## config.mk

```make
export PLATFORM = sky130hd
export DESIGN_NAME = bitser_tx
export DESIGN_NICKNAME = d
export VERILOG_FILES = /design/src/rtl/bitser_pkg.sv /design/src/rtl/bitser_rate_div.sv /design/src/rtl/bitser_clk_gate.sv /design/src/rtl/bitser_bit_mux.sv /design/src/rtl/bitser_tx.sv
export SDC_FILE = /design/constraint.sdc
export NUM_CORES = 1
export LEC_CHECK = 0
export CORE_ASPECT_RATIO = 1.5
export CORE_MARGIN = 4
export CORE_UTILIZATION = 30
export DETAILED_ROUTE_END_ITERATION = 10
export GPL_ROUTABILITY_DRIVEN = 0
export SLEW_MARGIN = 15
export SYNTH_ARGS = -nofsm -noshare
export SYNTH_HDL_FRONTEND = slang
export SYNTH_HIERARCHICAL = 1
export SYNTH_SLANG_ARGS = --single-unit
export TNS_END_PERCENT = 10
```

## constraint.sdc

```tcl
create_clock -name clk -period 3.9 [get_ports clk]
set_clock_uncertainty 0.2 [all_clocks]
set_input_delay 0.78 -clock clk [delete_from_list [all_inputs] [get_ports clk]]
set_output_delay 0.78 -clock clk [all_outputs]
set_load 0.005 [all_outputs]
```

## src/rtl/bitser_pkg.sv

```systemverilog
package bitser_pkg;

    typedef enum logic [1:0] {
        ST_IDLE = 2'd0,
        ST_ARM  = 2'd1,
        ST_RUN  = 2'd2
    } tx_state_e;

endpackage

```

## src/rtl/bitser_rate_div.sv

```systemverilog
// Free-running base clock generator; half period is 2**rate system clocks.
module bitser_rate_div #(
    parameter int RATE_W = 2
) (
    input  logic              clk,
    input  logic              rst_n,
    input  logic [RATE_W-1:0] rate,
    output logic              base,
    output logic              rise_tick,
    output logic              fall_tick
);
    localparam int CNT_W = (1 << RATE_W) - 1;

    typedef struct packed {
        logic [CNT_W-1:0] cnt;
        logic             base;
    } div_t;

    div_t d_d, d_q;
    logic [CNT_W:0] lim;
    logic           tick;

    always_comb begin
        lim  = ({{CNT_W{1'b0}}, 1'b1} << rate) - 1'b1;
        tick = ({1'b0, d_q.cnt} >= lim);
        d_d  = d_q;
        if (tick) begin
            d_d.cnt  = '0;
            d_d.base = ~d_q.base;
        end else begin
            d_d.cnt  = d_q.cnt + 1'b1;
        end
    end

    always_ff @(posedge clk) begin
        if (!rst_n) d_q <= '0;
        else        d_q <= d_d;
    end

    assign base      = d_q.base;
    assign rise_tick = tick & ~d_q.base;
    assign fall_tick = tick & d_q.base;

endmodule

```

## src/rtl/bitser_clk_gate.sv

```systemverilog
// Enable register that only changes together with a base clock edge.
module bitser_clk_gate (
    input  logic clk,
    input  logic rst_n,
    input  logic base,
    input  logic rise_tick,
    input  logic fall_tick,
    input  logic arm,
    input  logic last,
    output logic sclk,
    output logic shift_evt
);
    typedef struct packed {
        logic en;
    } gate_t;

    gate_t g_d, g_q;

    always_comb begin
        g_d = g_q;
        if (!g_q.en) begin
            g_d.en = arm & rise_tick;
        end else if (fall_tick && last) begin
            g_d.en = 1'b0;
        end
    end

    always_ff @(posedge clk) begin
        if (!rst_n) g_q <= '0;
        else        g_q <= g_d;
    end

    assign sclk      = base & g_q.en;
    assign shift_evt = g_q.en & fall_tick;

    AST_EN_OPENS_ON_RISE: assert property (@(posedge clk) disable iff (!rst_n)
        $rose(g_q.en) |-> base);
    AST_EN_CLOSES_ON_FALL: assert property (@(posedge clk) disable iff (!rst_n)
        $fell(g_q.en) |-> !base);

endmodule

```

## src/rtl/bitser_bit_mux.sv

```systemverilog
// Picks one bit of the latched word with a one-hot AND-OR tree.
module bitser_bit_mux #(
    parameter int WIDTH = 8,
    localparam int IDX_W = $clog2(WIDTH)
) (
    input  logic [WIDTH-1:0] word,
    input  logic [IDX_W-1:0] idx,
    input  logic             active,
    output logic             bit_out
);
    logic [WIDTH-1:0] hit;

    for (genvar i = 0; i < WIDTH; i++) begin : g_sel
        assign hit[i] = (idx == IDX_W'(i)) & word[i];
    end

    assign bit_out = active & (|hit);

endmodule

```

## src/rtl/bitser_tx.sv

```systemverilog
module bitser_tx
    import bitser_pkg::*;
#(
    parameter int WIDTH  = 8,
    parameter int RATE_W = 2
) (
    input  logic              clk,
    input  logic              rst_n,
    input  logic              start,
    input  logic [RATE_W-1:0] rate_sel,
    input  logic [WIDTH-1:0]  din,
    output logic              sclk,
    output logic              sdata,
    output logic              busy,
    output logic              done
);
    localparam int IDX_W = $clog2(WIDTH);

    typedef struct packed {
        tx_state_e        state;
        logic [WIDTH-1:0] word;
        logic [IDX_W-1:0] idx;
        logic             done;
    } ctl_t;

    ctl_t c_d, c_q;
    logic base, rise_tick, fall_tick, shift_evt, last;

    bitser_rate_div #(.RATE_W(RATE_W)) u_div (
        .clk       (clk),
        .rst_n     (rst_n),
        .rate      (rate_sel),
        .base      (base),
        .rise_tick (rise_tick),
        .fall_tick (fall_tick)
    );

    assign last = (c_q.idx == IDX_W'(WIDTH - 1));

    bitser_clk_gate u_gate (
        .clk       (clk),
        .rst_n     (rst_n),
        .base      (base),
        .rise_tick (rise_tick),
        .fall_tick (fall_tick),
        .arm       (c_q.state == ST_ARM),
        .last      (last),
        .sclk      (sclk),
        .shift_evt (shift_evt)
    );

    bitser_bit_mux #(.WIDTH(WIDTH)) u_mux (
        .word    (c_q.word),
        .idx     (c_q.idx),
        .active  (c_q.state != ST_IDLE),
        .bit_out (sdata)
    );

    always_comb begin
        c_d      = c_q;
        c_d.done = 1'b0;
        case (c_q.state)
            ST_IDLE: begin
                if (start) begin
                    c_d.word  = din;
                    c_d.idx   = '0;
                    c_d.state = ST_ARM;
                end
            end
            ST_ARM: begin
                if (rise_tick) c_d.state = ST_RUN;
            end
            ST_RUN: begin
                if (shift_evt) begin
                    if (last) begin
                        c_d.state = ST_IDLE;
                        c_d.idx   = '0;
                        c_d.done  = 1'b1;
                    end else begin
                        c_d.idx = c_q.idx + 1'b1;
                    end
                end
            end
            default: c_d.state = ST_IDLE;
        endcase
    end

    always_ff @(posedge clk) begin
        if (!rst_n) begin
            c_q       <= '0;
            c_q.state <= ST_IDLE;
        end else begin
            c_q <= c_d;
        end
    end

    assign busy = (c_q.state != ST_IDLE);
    assign done = c_q.done;

    AST_DONE_SINGLE: assert property (@(posedge clk) disable iff (!rst_n)
        done |=> !done);
    AST_DONE_NOT_BUSY: assert property (@(posedge clk) disable iff (!rst_n)
        done |-> (!busy && !sclk));
    AST_DATA_HELD_HIGH: assert property (@(posedge clk) disable iff (!rst_n)
        ($past(sclk) && sclk) |-> $stable(sdata));
    AST_WORD_FROZEN: assert property (@(posedge clk) disable iff (!rst_n)
        (busy && $past(busy)) |-> $stable(c_q.word));

endmodule

```

==> key figures, run 1 <==
Min path
  – Hold Path Class: reg -> reg

Setup path
  – Critical path peak fanout: 6
  – Critical path required time: 3840 ps
  – Flop2flop setup slack: 1760 ps
  – Kind of critical path: in -> reg
  – Startpoint Class: primary input
  – Crit. End Element: flip-flop
  – Worst Path Arrival: 2950 ps

Timing
  – Hold_ws: 291.5 ps
  – Final hold viol count: 0
  – Slew Limit Fails: 0
  – Fmax: 333.0 MHz
  – # setup viols final: 0
  – Total Neg Setup Slack: 0 ps
  – Max_slew headroom: 0.7604
  – Part of the cycle the worst path needs: 0.7701
  – Worst-margin pin slew: 358.3 ps
  – Min Tclk post-route: 3003 ps
  – RSZ-0062 raised after global routing: false

Pwr
  – Lkg Pwr: 0.5027 nW
  – Worst VDD drop: 184.7 uV
  – Logic gate share of total power: 0.265
  – Clk pwr share: 0.261
  – NetSw: 0.1395 mW
  – Sequential share of power: 0.474
  – Power Density: 433.6 mW/mm^2
  – Int Power: 0.3672 mW
  – Switching Share: 0.2753

CTS
  – Worst skew pair latency: 250 ps
  – Gates resized, CTS repair: 0
  – Clock sink count: 19
  – CTS tree: built
  – Clock Path Buffers: 2
  – H-tree depth: 1
  – Total setup buffers inserted after CTS: 0
  – CTS Buf Count: 3
  – Clock transition at path regs: 70 ps
  – CTS Hold Bufs: 0
  – Clk root buf: clkbuf_8

Job
  – Max capacitance violation total: 0

Route
  – Routed length per placed instance: 11.61 microns
  – Via count: 682
  – DRC: 0
  – Drt total wl: 1706 microns
  – First-pass DRT Iterations: 2
  – Initial drt markers: 13
  – Via/cell ratio: 4.639
  – Final ANT Viol Nets: 0

Finish
  – Design area: 0.001169 sq mm
  – Nets: 128
  – Share of cells above drive strength 1: 0.1204
  – Core Util, Final: 0.4012
  – N_diodes: 0
  – Synth-to-Final Area Change: 27.77%
  – FILL cells: 309

Die
  – Die span in x: 53.09 microns
  – Area of the core: 0.002913 sq mm
  – Die ar.: 0.004015 sq mm
  – Rows: 24
  – Initial core utilization: 0.3140
  – Chip height: 75.63 microns
  – Total I/O pin count: 17

Yosys
  – Syn Area/Cell: 10.39 sq um
  – Ys flop type: dfxtp_1
  – EDFF count, synth: 0
  – Cells after synthesis: 88
  – Syn nets: 107
  – Ys async rst share: 0
  – YS warnings: 6
  – #FFs+latches synth: 19
  – Post-synthesis sequential area ratio: 0.4159
  – Synth cell types: 29
  – Cell Area, Synth: 914.6 sq um

Outcome
  – Status: finished, final reports clean

Place
  – Dpl cell area: 0.001124 sq mm
  – Post-DP HPWL: 1361 microns
  – IO Port Bufs: 16

Global routing
  – Number of antenna violations at the first check in global routing: 0
  – Largest net degree at the start of global routing: 12
  – First-pass GRT wire length: 2856 microns
  – Congestion Overflow GR: 0
  – Total track usage: 0.09614
  – Vias in the first global route: 707
[critical path: stages]
cell and delay, ps:
clkdlybuf4s50_1 430, or2_2 290, ha_1 260, nand2b_1 140, a31oi_4 130, nor2b_1 160
and2_2 180, mux2i_1 60, or2_1 250, a32o_1 260
[area by class of cell]
cell class / instances / area (sq um) / share of cell area
inverters: 5 / 18.77 / 0.01606
clock buffers: 4 / 45.04 / 0.03854
repair buffers: 17 / 167.7 / 0.1435
well taps: 39 / 48.80 / 0.04176
multi-input cells: 63 / 508.0 / 0.4347
flip-flops and latches: 19 / 380.4 / 0.3255
[cell usage in the layout, fill, tap and decap left out, types with 2 or more instances in the layout]
master           instances
a311oi_1                 2
ha_1                     6
inv_1                    4
a21oi_1                  3
nor2_1                  12
nand2b_1                 2
clkbuf_8                 3
nand2_1                  3
dfxtp_1                 19
mux2i_1                 11
or2_2                    2
a32o_1                   3
clkdlybuf4s50_1         16
and3_1                   3
and2_2                   2
[per-layer routing]
| layer | share of wire | track usage |
|---|---|---|
| met2 | 0.52 | 0.1892 |
| met5 | 0 | 0 |
| met1 | 0.42 | 0.09553 |
| met3 | 0.066 | 0.02740 |
| met4 | 0 | 0.02557 |
[power groups by stage]
stage	registers, mW	clock network, mW	logic, mW
final	0.240	0.132	0.134
after CTS	0.241	0.139	0.137
after detailed placement	0.245	0	0.136
after global placement	0.244	0	0.132
after global routing	0.245	0.148	0.150
after floorplan	0.239	0	0.0971
[cells in the mapped netlist (2+ instances only)]
library cell   n  area share
nand2b_1       2       0.014
or2_2          2       0.014
nand2_1        3       0.012
a32o_1         3       0.033
a311oi_1       2       0.019
dfxtp_1       19        0.42
inv_1          4       0.016
nor2_1        12       0.049
and3_1         3       0.021
a21oi_1        3       0.016
mux2i_1       11        0.12
and2_2         2       0.016
ha_1           6       0.082
[per-stage QoR]
stage,worst slack (ps),instances,power (mW)
finish,896.8,147,0.5067
global route,798.3,147,0.5430
CTS,901.2,147,0.5162
detailed placement,639.0,143,0.3808
global placement,675.4,143,0.3763
floorplan,1201,88,0.3360
[sequential cells by signal, indices dropped and copies added (netlist names)]
register and count:
u_div/base 1, done 1, u_div/d_q 3, u_gate/g_q 1, c_q 13
[cells by family after synthesis]
| logic type | count (synthesis) | synth area share |
|---|---|---|
| mux | 13 | 0.1614 |
| fa+ha+maj | 6 | 0.08208 |
| flops | 19 | 0.4159 |
| xor+xnor | 1 | 0.009578 |
| compound gates | 12 | 0.1177 |
| buf+inv | 6 | 0.02872 |
| simple gates | 31 | 0.1847 |
[worst paths after layout]
kind | start | endpoint | cells after the start
hold / removal | c_q[10] | c_q[10] | 2
hold reg to reg | c_q[10] | c_q[10] | 2
setup reg to reg | u_div/d_q[1] | c_q[2] | 9
setup / recovery | rate_sel[1] | c_q[2] | 10
Note: power is estimated with default switching activity, not from simulation.
==> run 2, diff against run 1 <==
==> constraint.sdc (replaced) <==
create_clock -name clk -period 2.8 [get_ports clk]
set_clock_uncertainty 0.2 [all_clocks]
set_input_delay 0.56 -clock clk [delete_from_list [all_inputs] [get_ports clk]]
set_output_delay 0.56 -clock clk [all_outputs]
set_load 0.005 [all_outputs]
==> key figures, run 2 (same netlist as run 1, synthesis figures left out) <==
Die
  – Die span in x: 53.09 microns (unchanged)
  – Initial core utilization: 0.3140 (unchanged)
  – Chip height: 75.63 microns (unchanged)
  – Die ar.: 0.004015 sq mm (unchanged)
  – Total I/O pin count: 17 (unchanged)
  – Area of the core: 0.002913 sq mm (unchanged)
  – Rows: 24 (unchanged)

Finish
  – N_diodes: 0 (unchanged)
  – Largest regs: c_q x13, u_div/d_q x3
  – Most common cell after layout, fill and taps aside: dfxtp_1
  – Nets: 131 (+2.3%)
  – Highest-count cells in the layout ignoring fill and taps: 19 x dfxtp_1, 16 x clkdlybuf4s50_1, 12 x nor2_1
  – Max FFs per register: 13 (unchanged)
  – Synth-to-Final Area Change: 31.33%
  – Top reg by flops: c_q
  – Share of cells above drive strength 1: 0.1622 (+0.04179)
  – Design area: 0.001201 sq mm (+2.8%)

CTS
  – Worst skew pair latency: 250 ps (about the same)
  – Clock sink count: 19 (unchanged)
  – H-tree depth: 1 (unchanged)
  – Clock Path Buffers: 2 (unchanged)
  – CTS tree: built
  – Total setup buffers inserted after CTS: 0 (unchanged)
  – Clk root buf: clkbuf_8
  – Clock transition at path regs: 70 ps (about the same)
  – CTS Buf Count: 3 (unchanged)
  – CTS Hold Bufs: 0 (unchanged)

Place
  – IO Port Bufs: 16 (unchanged)
  – Post-DP HPWL: 1403 microns (+3.1%)
  – Setup WS pre-CTS: -203.7 ps (-842.7 ps)
  – Dpl cell area: 0.001146 sq mm (+2.0%)

Route
  – Via count: 716 (+5.0%)
  – Initial drt markers: 10 (-3)
  – Drt total wl: 1746 microns (+2.3%)
  – Final ANT Viol Nets: 0 (unchanged)
  – Max layer used: met3
  – Metal2 WL: 915 microns (+4.1%)
  – Routed length per placed instance: 11.64 microns (+0.30%)
  – Met1 Wirelength: 733 microns (+2.7%)
  – Via/cell ratio: 4.773 (+2.9%)
  – DRC: 0 (unchanged)
  – First-pass DRT Iterations: 5 (+3)
  – Routed wl met3: 97 microns (-13%)

Global routing
  – Total track usage: 0.1007 (+0.004546)
  – Number of antenna violations at the first check in global routing: 0 (unchanged)
  – Vias in the first global route: 726 (+2.7%)
  – First-pass GRT wire length: 3008 microns (+5.3%)
  – Largest net degree at the start of global routing: 12 (unchanged)
  – Congestion Overflow GR: 0 (unchanged)

Timing
  – RSZ-0062 raised after global routing: false
  – Final hold viol count: 0 (unchanged)
  – # setup viols final: 0 (unchanged)
  – Slew Limit Fails: 0 (unchanged)
  – Final WS setup: 104.0 ps (-792.8 ps)
  – Part of the cycle the worst path needs: 0.9629
  – Worst-margin pin slew: 375.6 ps (+17.26 ps)
  – Max_slew headroom: 0.7488 (-0.01155)
  – Min Tclk post-route: 2696 ps
  – Fmax: 370.9 MHz
  – Total Neg Setup Slack: 0 ps (unchanged)

Setup path
  – Kind of critical path: reg -> out
  – Critical path peak fanout: 6 (unchanged)
  – Crit. End Element: output port
  – Startpoint Class: flip-flop
  – Critical path required time: 2040 ps (-1800 ps)
  – Worst Path Arrival: 1940 ps (-1010 ps)

Pwr
  – Worst VDD drop: 315.0 uV (+71%)
  – Power Density: 611.2 mW/mm^2 (+41%)
  – Lkg Pwr: 0.5215 nW (+3.7%)
  – Final Total Pwr: 0.7341 mW (+45%)

Job
  – Max capacitance violation total: 0 (unchanged)

Outcome
  – Status: finished, final reports clean

Min path
  – Hold Path Class: reg -> reg
run 2: cell count changes in the layout (fill, tap and decap cells not counted), sizes merged:
cell,change
buf,+3
run 2: final cells by class:
class                      count  area (sq um)
timing repair buffer          20         190.2
fill                         301          1712
sequential                    19         380.4
multi-input combinational     63         518.0
inverter                       5         18.77
tap                           39         48.80
clock buffer                   4         45.04
run 2: repair_timing:
item                                   CTS  global route
setup endpoints to repair                0             3
resized for setup                        0             2
endpoints found under the hold margin    0             0
run 2: final timing paths:
| check | from | end | slack, ps | cells after the start |
|---|---|---|---|---|
| setup reg to reg | u_div/d_q[1] | c_q[2] | 750 | 9 |
| hold reg to reg | c_q[10] | c_q[10] | 290 | 2 |
| hold / removal | c_q[10] | c_q[10] | 290 | 2 |
| setup / recovery | c_q[1] | sdata | 100 | 4 |
run 2: metrics by stage:
step	util	hold WS, ps	cells
finish	0.4124	287.1	150
global placement	0.3935	265.4	146
global route	0.4124	319.0	150
detailed placement	0.3935	277.4	146
floorplan	-	251.4	88
CTS	0.4089	295.4	150
run 2: critical path, stage by stage, from the launching register on:
cell and delay (ps):
dfxtp_1 460, mux4_1 590, nor2_1 100, a311oi_1 60
clkdlybuf4s50_1 480
run 2: where the power goes:
part           internal, mW  switching (mW)  leakage (nW)
Combinational         0.122          0.0889         0.343
Clock                 0.101          0.0858        0.0228
Sequential            0.306          0.0301         0.155
run 2: layer usage:
metal  vias up  GRT usage
li1        363          -
met1       335     0.1032
met2        18     0.1948
met3         0    0.01761
met4         0    0.04261
met5         -          0
==> run 3, diff against run 2 <==
--- a/config.mk
+++ b/config.mk
@@ -8,6 +8,7 @@
 export CORE_ASPECT_RATIO = 1.5
 export CORE_MARGIN = 4
 export CORE_UTILIZATION = 30
+export CTS_BUF_LIST = sky130_fd_sc_hd__clkbuf_2
 export DETAILED_ROUTE_END_ITERATION = 10
 export GPL_ROUTABILITY_DRIVEN = 0
 export SLEW_MARGIN = 15
==> key figures, run 3 (same netlist as run 1, synthesis figures left out) <==
Outcome
  – Status: finished, final reports clean

Setup path
  – Worst Path Arrival: 2680 ps (+740 ps)
  – Critical path peak fanout: 3 (-3)
  – Kind of critical path: in -> reg
  – Crit. End Element: flip-flop
  – Critical path required time: 2810 ps (+770 ps)
  – Startpoint Class: primary input

CTS
  – Clock sink count: 19 (unchanged)
  – Gates resized, CTS repair: 0 (unchanged)
  – CTS Hold Bufs: 0 (unchanged)
  – Total setup buffers inserted after CTS: 0 (unchanged)
  – CTS Buf Count: 3 (unchanged)
  – Clock Path Buffers: 2 (unchanged)
  – Clk root buf: clkbuf_2
  – Worst skew pair latency: 300 ps (+50 ps)
  – Clock transition at path regs: 170 ps (+100 ps)
  – CTS tree: built
  – H-tree depth: 1 (unchanged)

Global routing
  – Number of antenna violations at the first check in global routing: 0 (unchanged)
  – Vias in the first global route: 722 (-0.55%)
  – Largest net degree at the start of global routing: 12 (unchanged)
  – Total track usage: 0.1011 (+0.0004435)
  – Congestion Overflow GR: 0 (unchanged)
  – First-pass GRT wire length: 2994 microns (-0.47%)

Timing
  – Total Neg Setup Slack: 0 ps (unchanged)
  – # setup viols final: 0 (unchanged)
  – Min Tclk post-route: 2673 ps (-23.47 ps)
  – Fmax: 374.2 MHz (+0.88%)
  – RSZ-0062 raised after global routing: false
  – Worst-margin pin slew: 378.7 ps (+3.133 ps)
  – Hold_ws: 309.2 ps (+22.03 ps)
  – Max_slew headroom: 0.7468 (-0.002095)
  – Final hold viol count: 0 (unchanged)
  – Slew Limit Fails: 0 (unchanged)
  – Part of the cycle the worst path needs: 0.9545 (-0.008384)

Finish
  – Share of cells above drive strength 1: 0.1802 (+0.01802)
  – Largest regs: c_q x13, u_div/d_q x3
  – Top reg by flops: c_q
  – Nets: 131 (unchanged)
  – Highest-count cells in the layout ignoring fill and taps: 16 x dfxtp_1, 16 x clkdlybuf4s50_1, 12 x nor2_1
  – N_diodes: 0 (unchanged)
  – Synth-to-Final Area Change: 28.18%
  – Max FFs per register: 13 (unchanged)
  – Core Util, Final: 0.4025 (-0.009880)
  – Non-Filler Instances: 150 (unchanged)
  – FILL cells: 303 (+0.66%)

Place
  – DP Cell Count: 146 (unchanged)
  – IO Port Bufs: 16 (unchanged)
  – Post-DP HPWL: 1403 microns (unchanged)

Route
  – Via/cell ratio: 4.720 (-1.1%)
  – DRC: 0 (unchanged)
  – Via count: 708 (-1.1%)
  – Drt total wl: 1746 microns (unchanged)
  – Initial drt markers: 6 (-4)
  – Routed length per placed instance: 11.64 microns (unchanged)
  – Final ANT Viol Nets: 0 (unchanged)
  – First-pass DRT Iterations: 3 (-2)

Die
  – Rows: 24 (unchanged)
  – Initial core utilization: 0.3140 (unchanged)
  – Total I/O pin count: 17 (unchanged)
  – Chip height: 75.63 microns (unchanged)
  – Area of the core: 0.002913 sq mm (unchanged)
  – Die ar.: 0.004015 sq mm (unchanged)
  – Die span in x: 53.09 microns (unchanged)

Pwr
  – NetSw: 0.1957 mW (-4.4%)
  – Worst VDD drop: 291.6 uV (-7.4%)
  – Switching Share: 0.2992 (+0.02029)
  – Power Density: 557.9 mW/mm^2 (-8.7%)
  – Clk pwr share: 0.181 (-0.073)
  – Logic gate share of total power: 0.306 (+0.018)
  – Int Power: 0.4584 mW (-13%)
  – Final Total Pwr: 0.6541 mW (-11%)
  – Sequential share of power: 0.514 (+0.056)
  – Lkg Pwr: 0.5119 nW (-1.9%)

Job
  – Max capacitance violation total: 0 (unchanged)

Min path
  – Hold Path Class: reg -> reg
[run 3: path summary, 6_finish.rpt]
kind | depth (start not counted) | slack, ps | endpoint | from
worst max-delay path | 10 | 130 | c_q[2] | rate_sel[0]
worst max register to register | 9 | 690 | c_q[2] | u_div/d_q[1]
worst min-delay path | 2 | 310 | c_q[10] | c_q[10]
worst min register to register | 2 | 310 | c_q[10] | c_q[10]
[run 3: worst max-delay path: stages]
cell and delay, ps:
clkdlybuf4s50_1 420, or2_2 300, ha_1 260, nand2b_1 140, a31oi_4 100, nor2b_1 150
and2_2 180, mux2i_1 60, or2_1 240, a32o_1 270
[run 3: power groups by stage]
stage | Clock (mW) | Sequential (mW) | Combinational (mW)
CTS | 0.125 | 0.337 | 0.204
floorplan | 0 | 0.333 | 0.135
global route | 0.139 | 0.342 | 0.220
global placement | 0 | 0.341 | 0.196
detailed placement | 0 | 0.343 | 0.202
finish | 0.118 | 0.336 | 0.200
[run 3: final cells by class]
| cell class | count | area (sq um) | share of cell area |
|---|---|---|---|
| Clock buffer | 4 | 20.02 | 0.01708 |
| Inverter | 5 | 18.77 | 0.01601 |
| Multi-Input combinational cell | 63 | 508.0 | 0.4333 |
| Sequential cell | 19 | 386.6 | 0.3298 |
| Tap cell | 39 | 48.80 | 0.04162 |
| Timing Repair Buffer | 20 | 190.2 | 0.1622 |
[run 3: metal layers]
layer | part of all wire | vias up | track usage
li1 | - | 366 | -
met1 | 0.42 | 326 | 0.1045
met2 | 0.52 | 16 | 0.1906
met3 | 0.057 | 0 | 0.02348
met4 | 0 | 0 | 0.04261
met5 | 0 | - | 0
[run 3: stage by stage]
stage          worst slack, ps  instance area [sq um]
2_1_floorplan            321.2                  914.6
3_3_place_gp            -159.4                   1146
3_5_place_dp            -203.7                   1146
4_1_cts                  1.690                   1166
5_1_grt                  35.65                   1172
6_report                 127.5                   1172
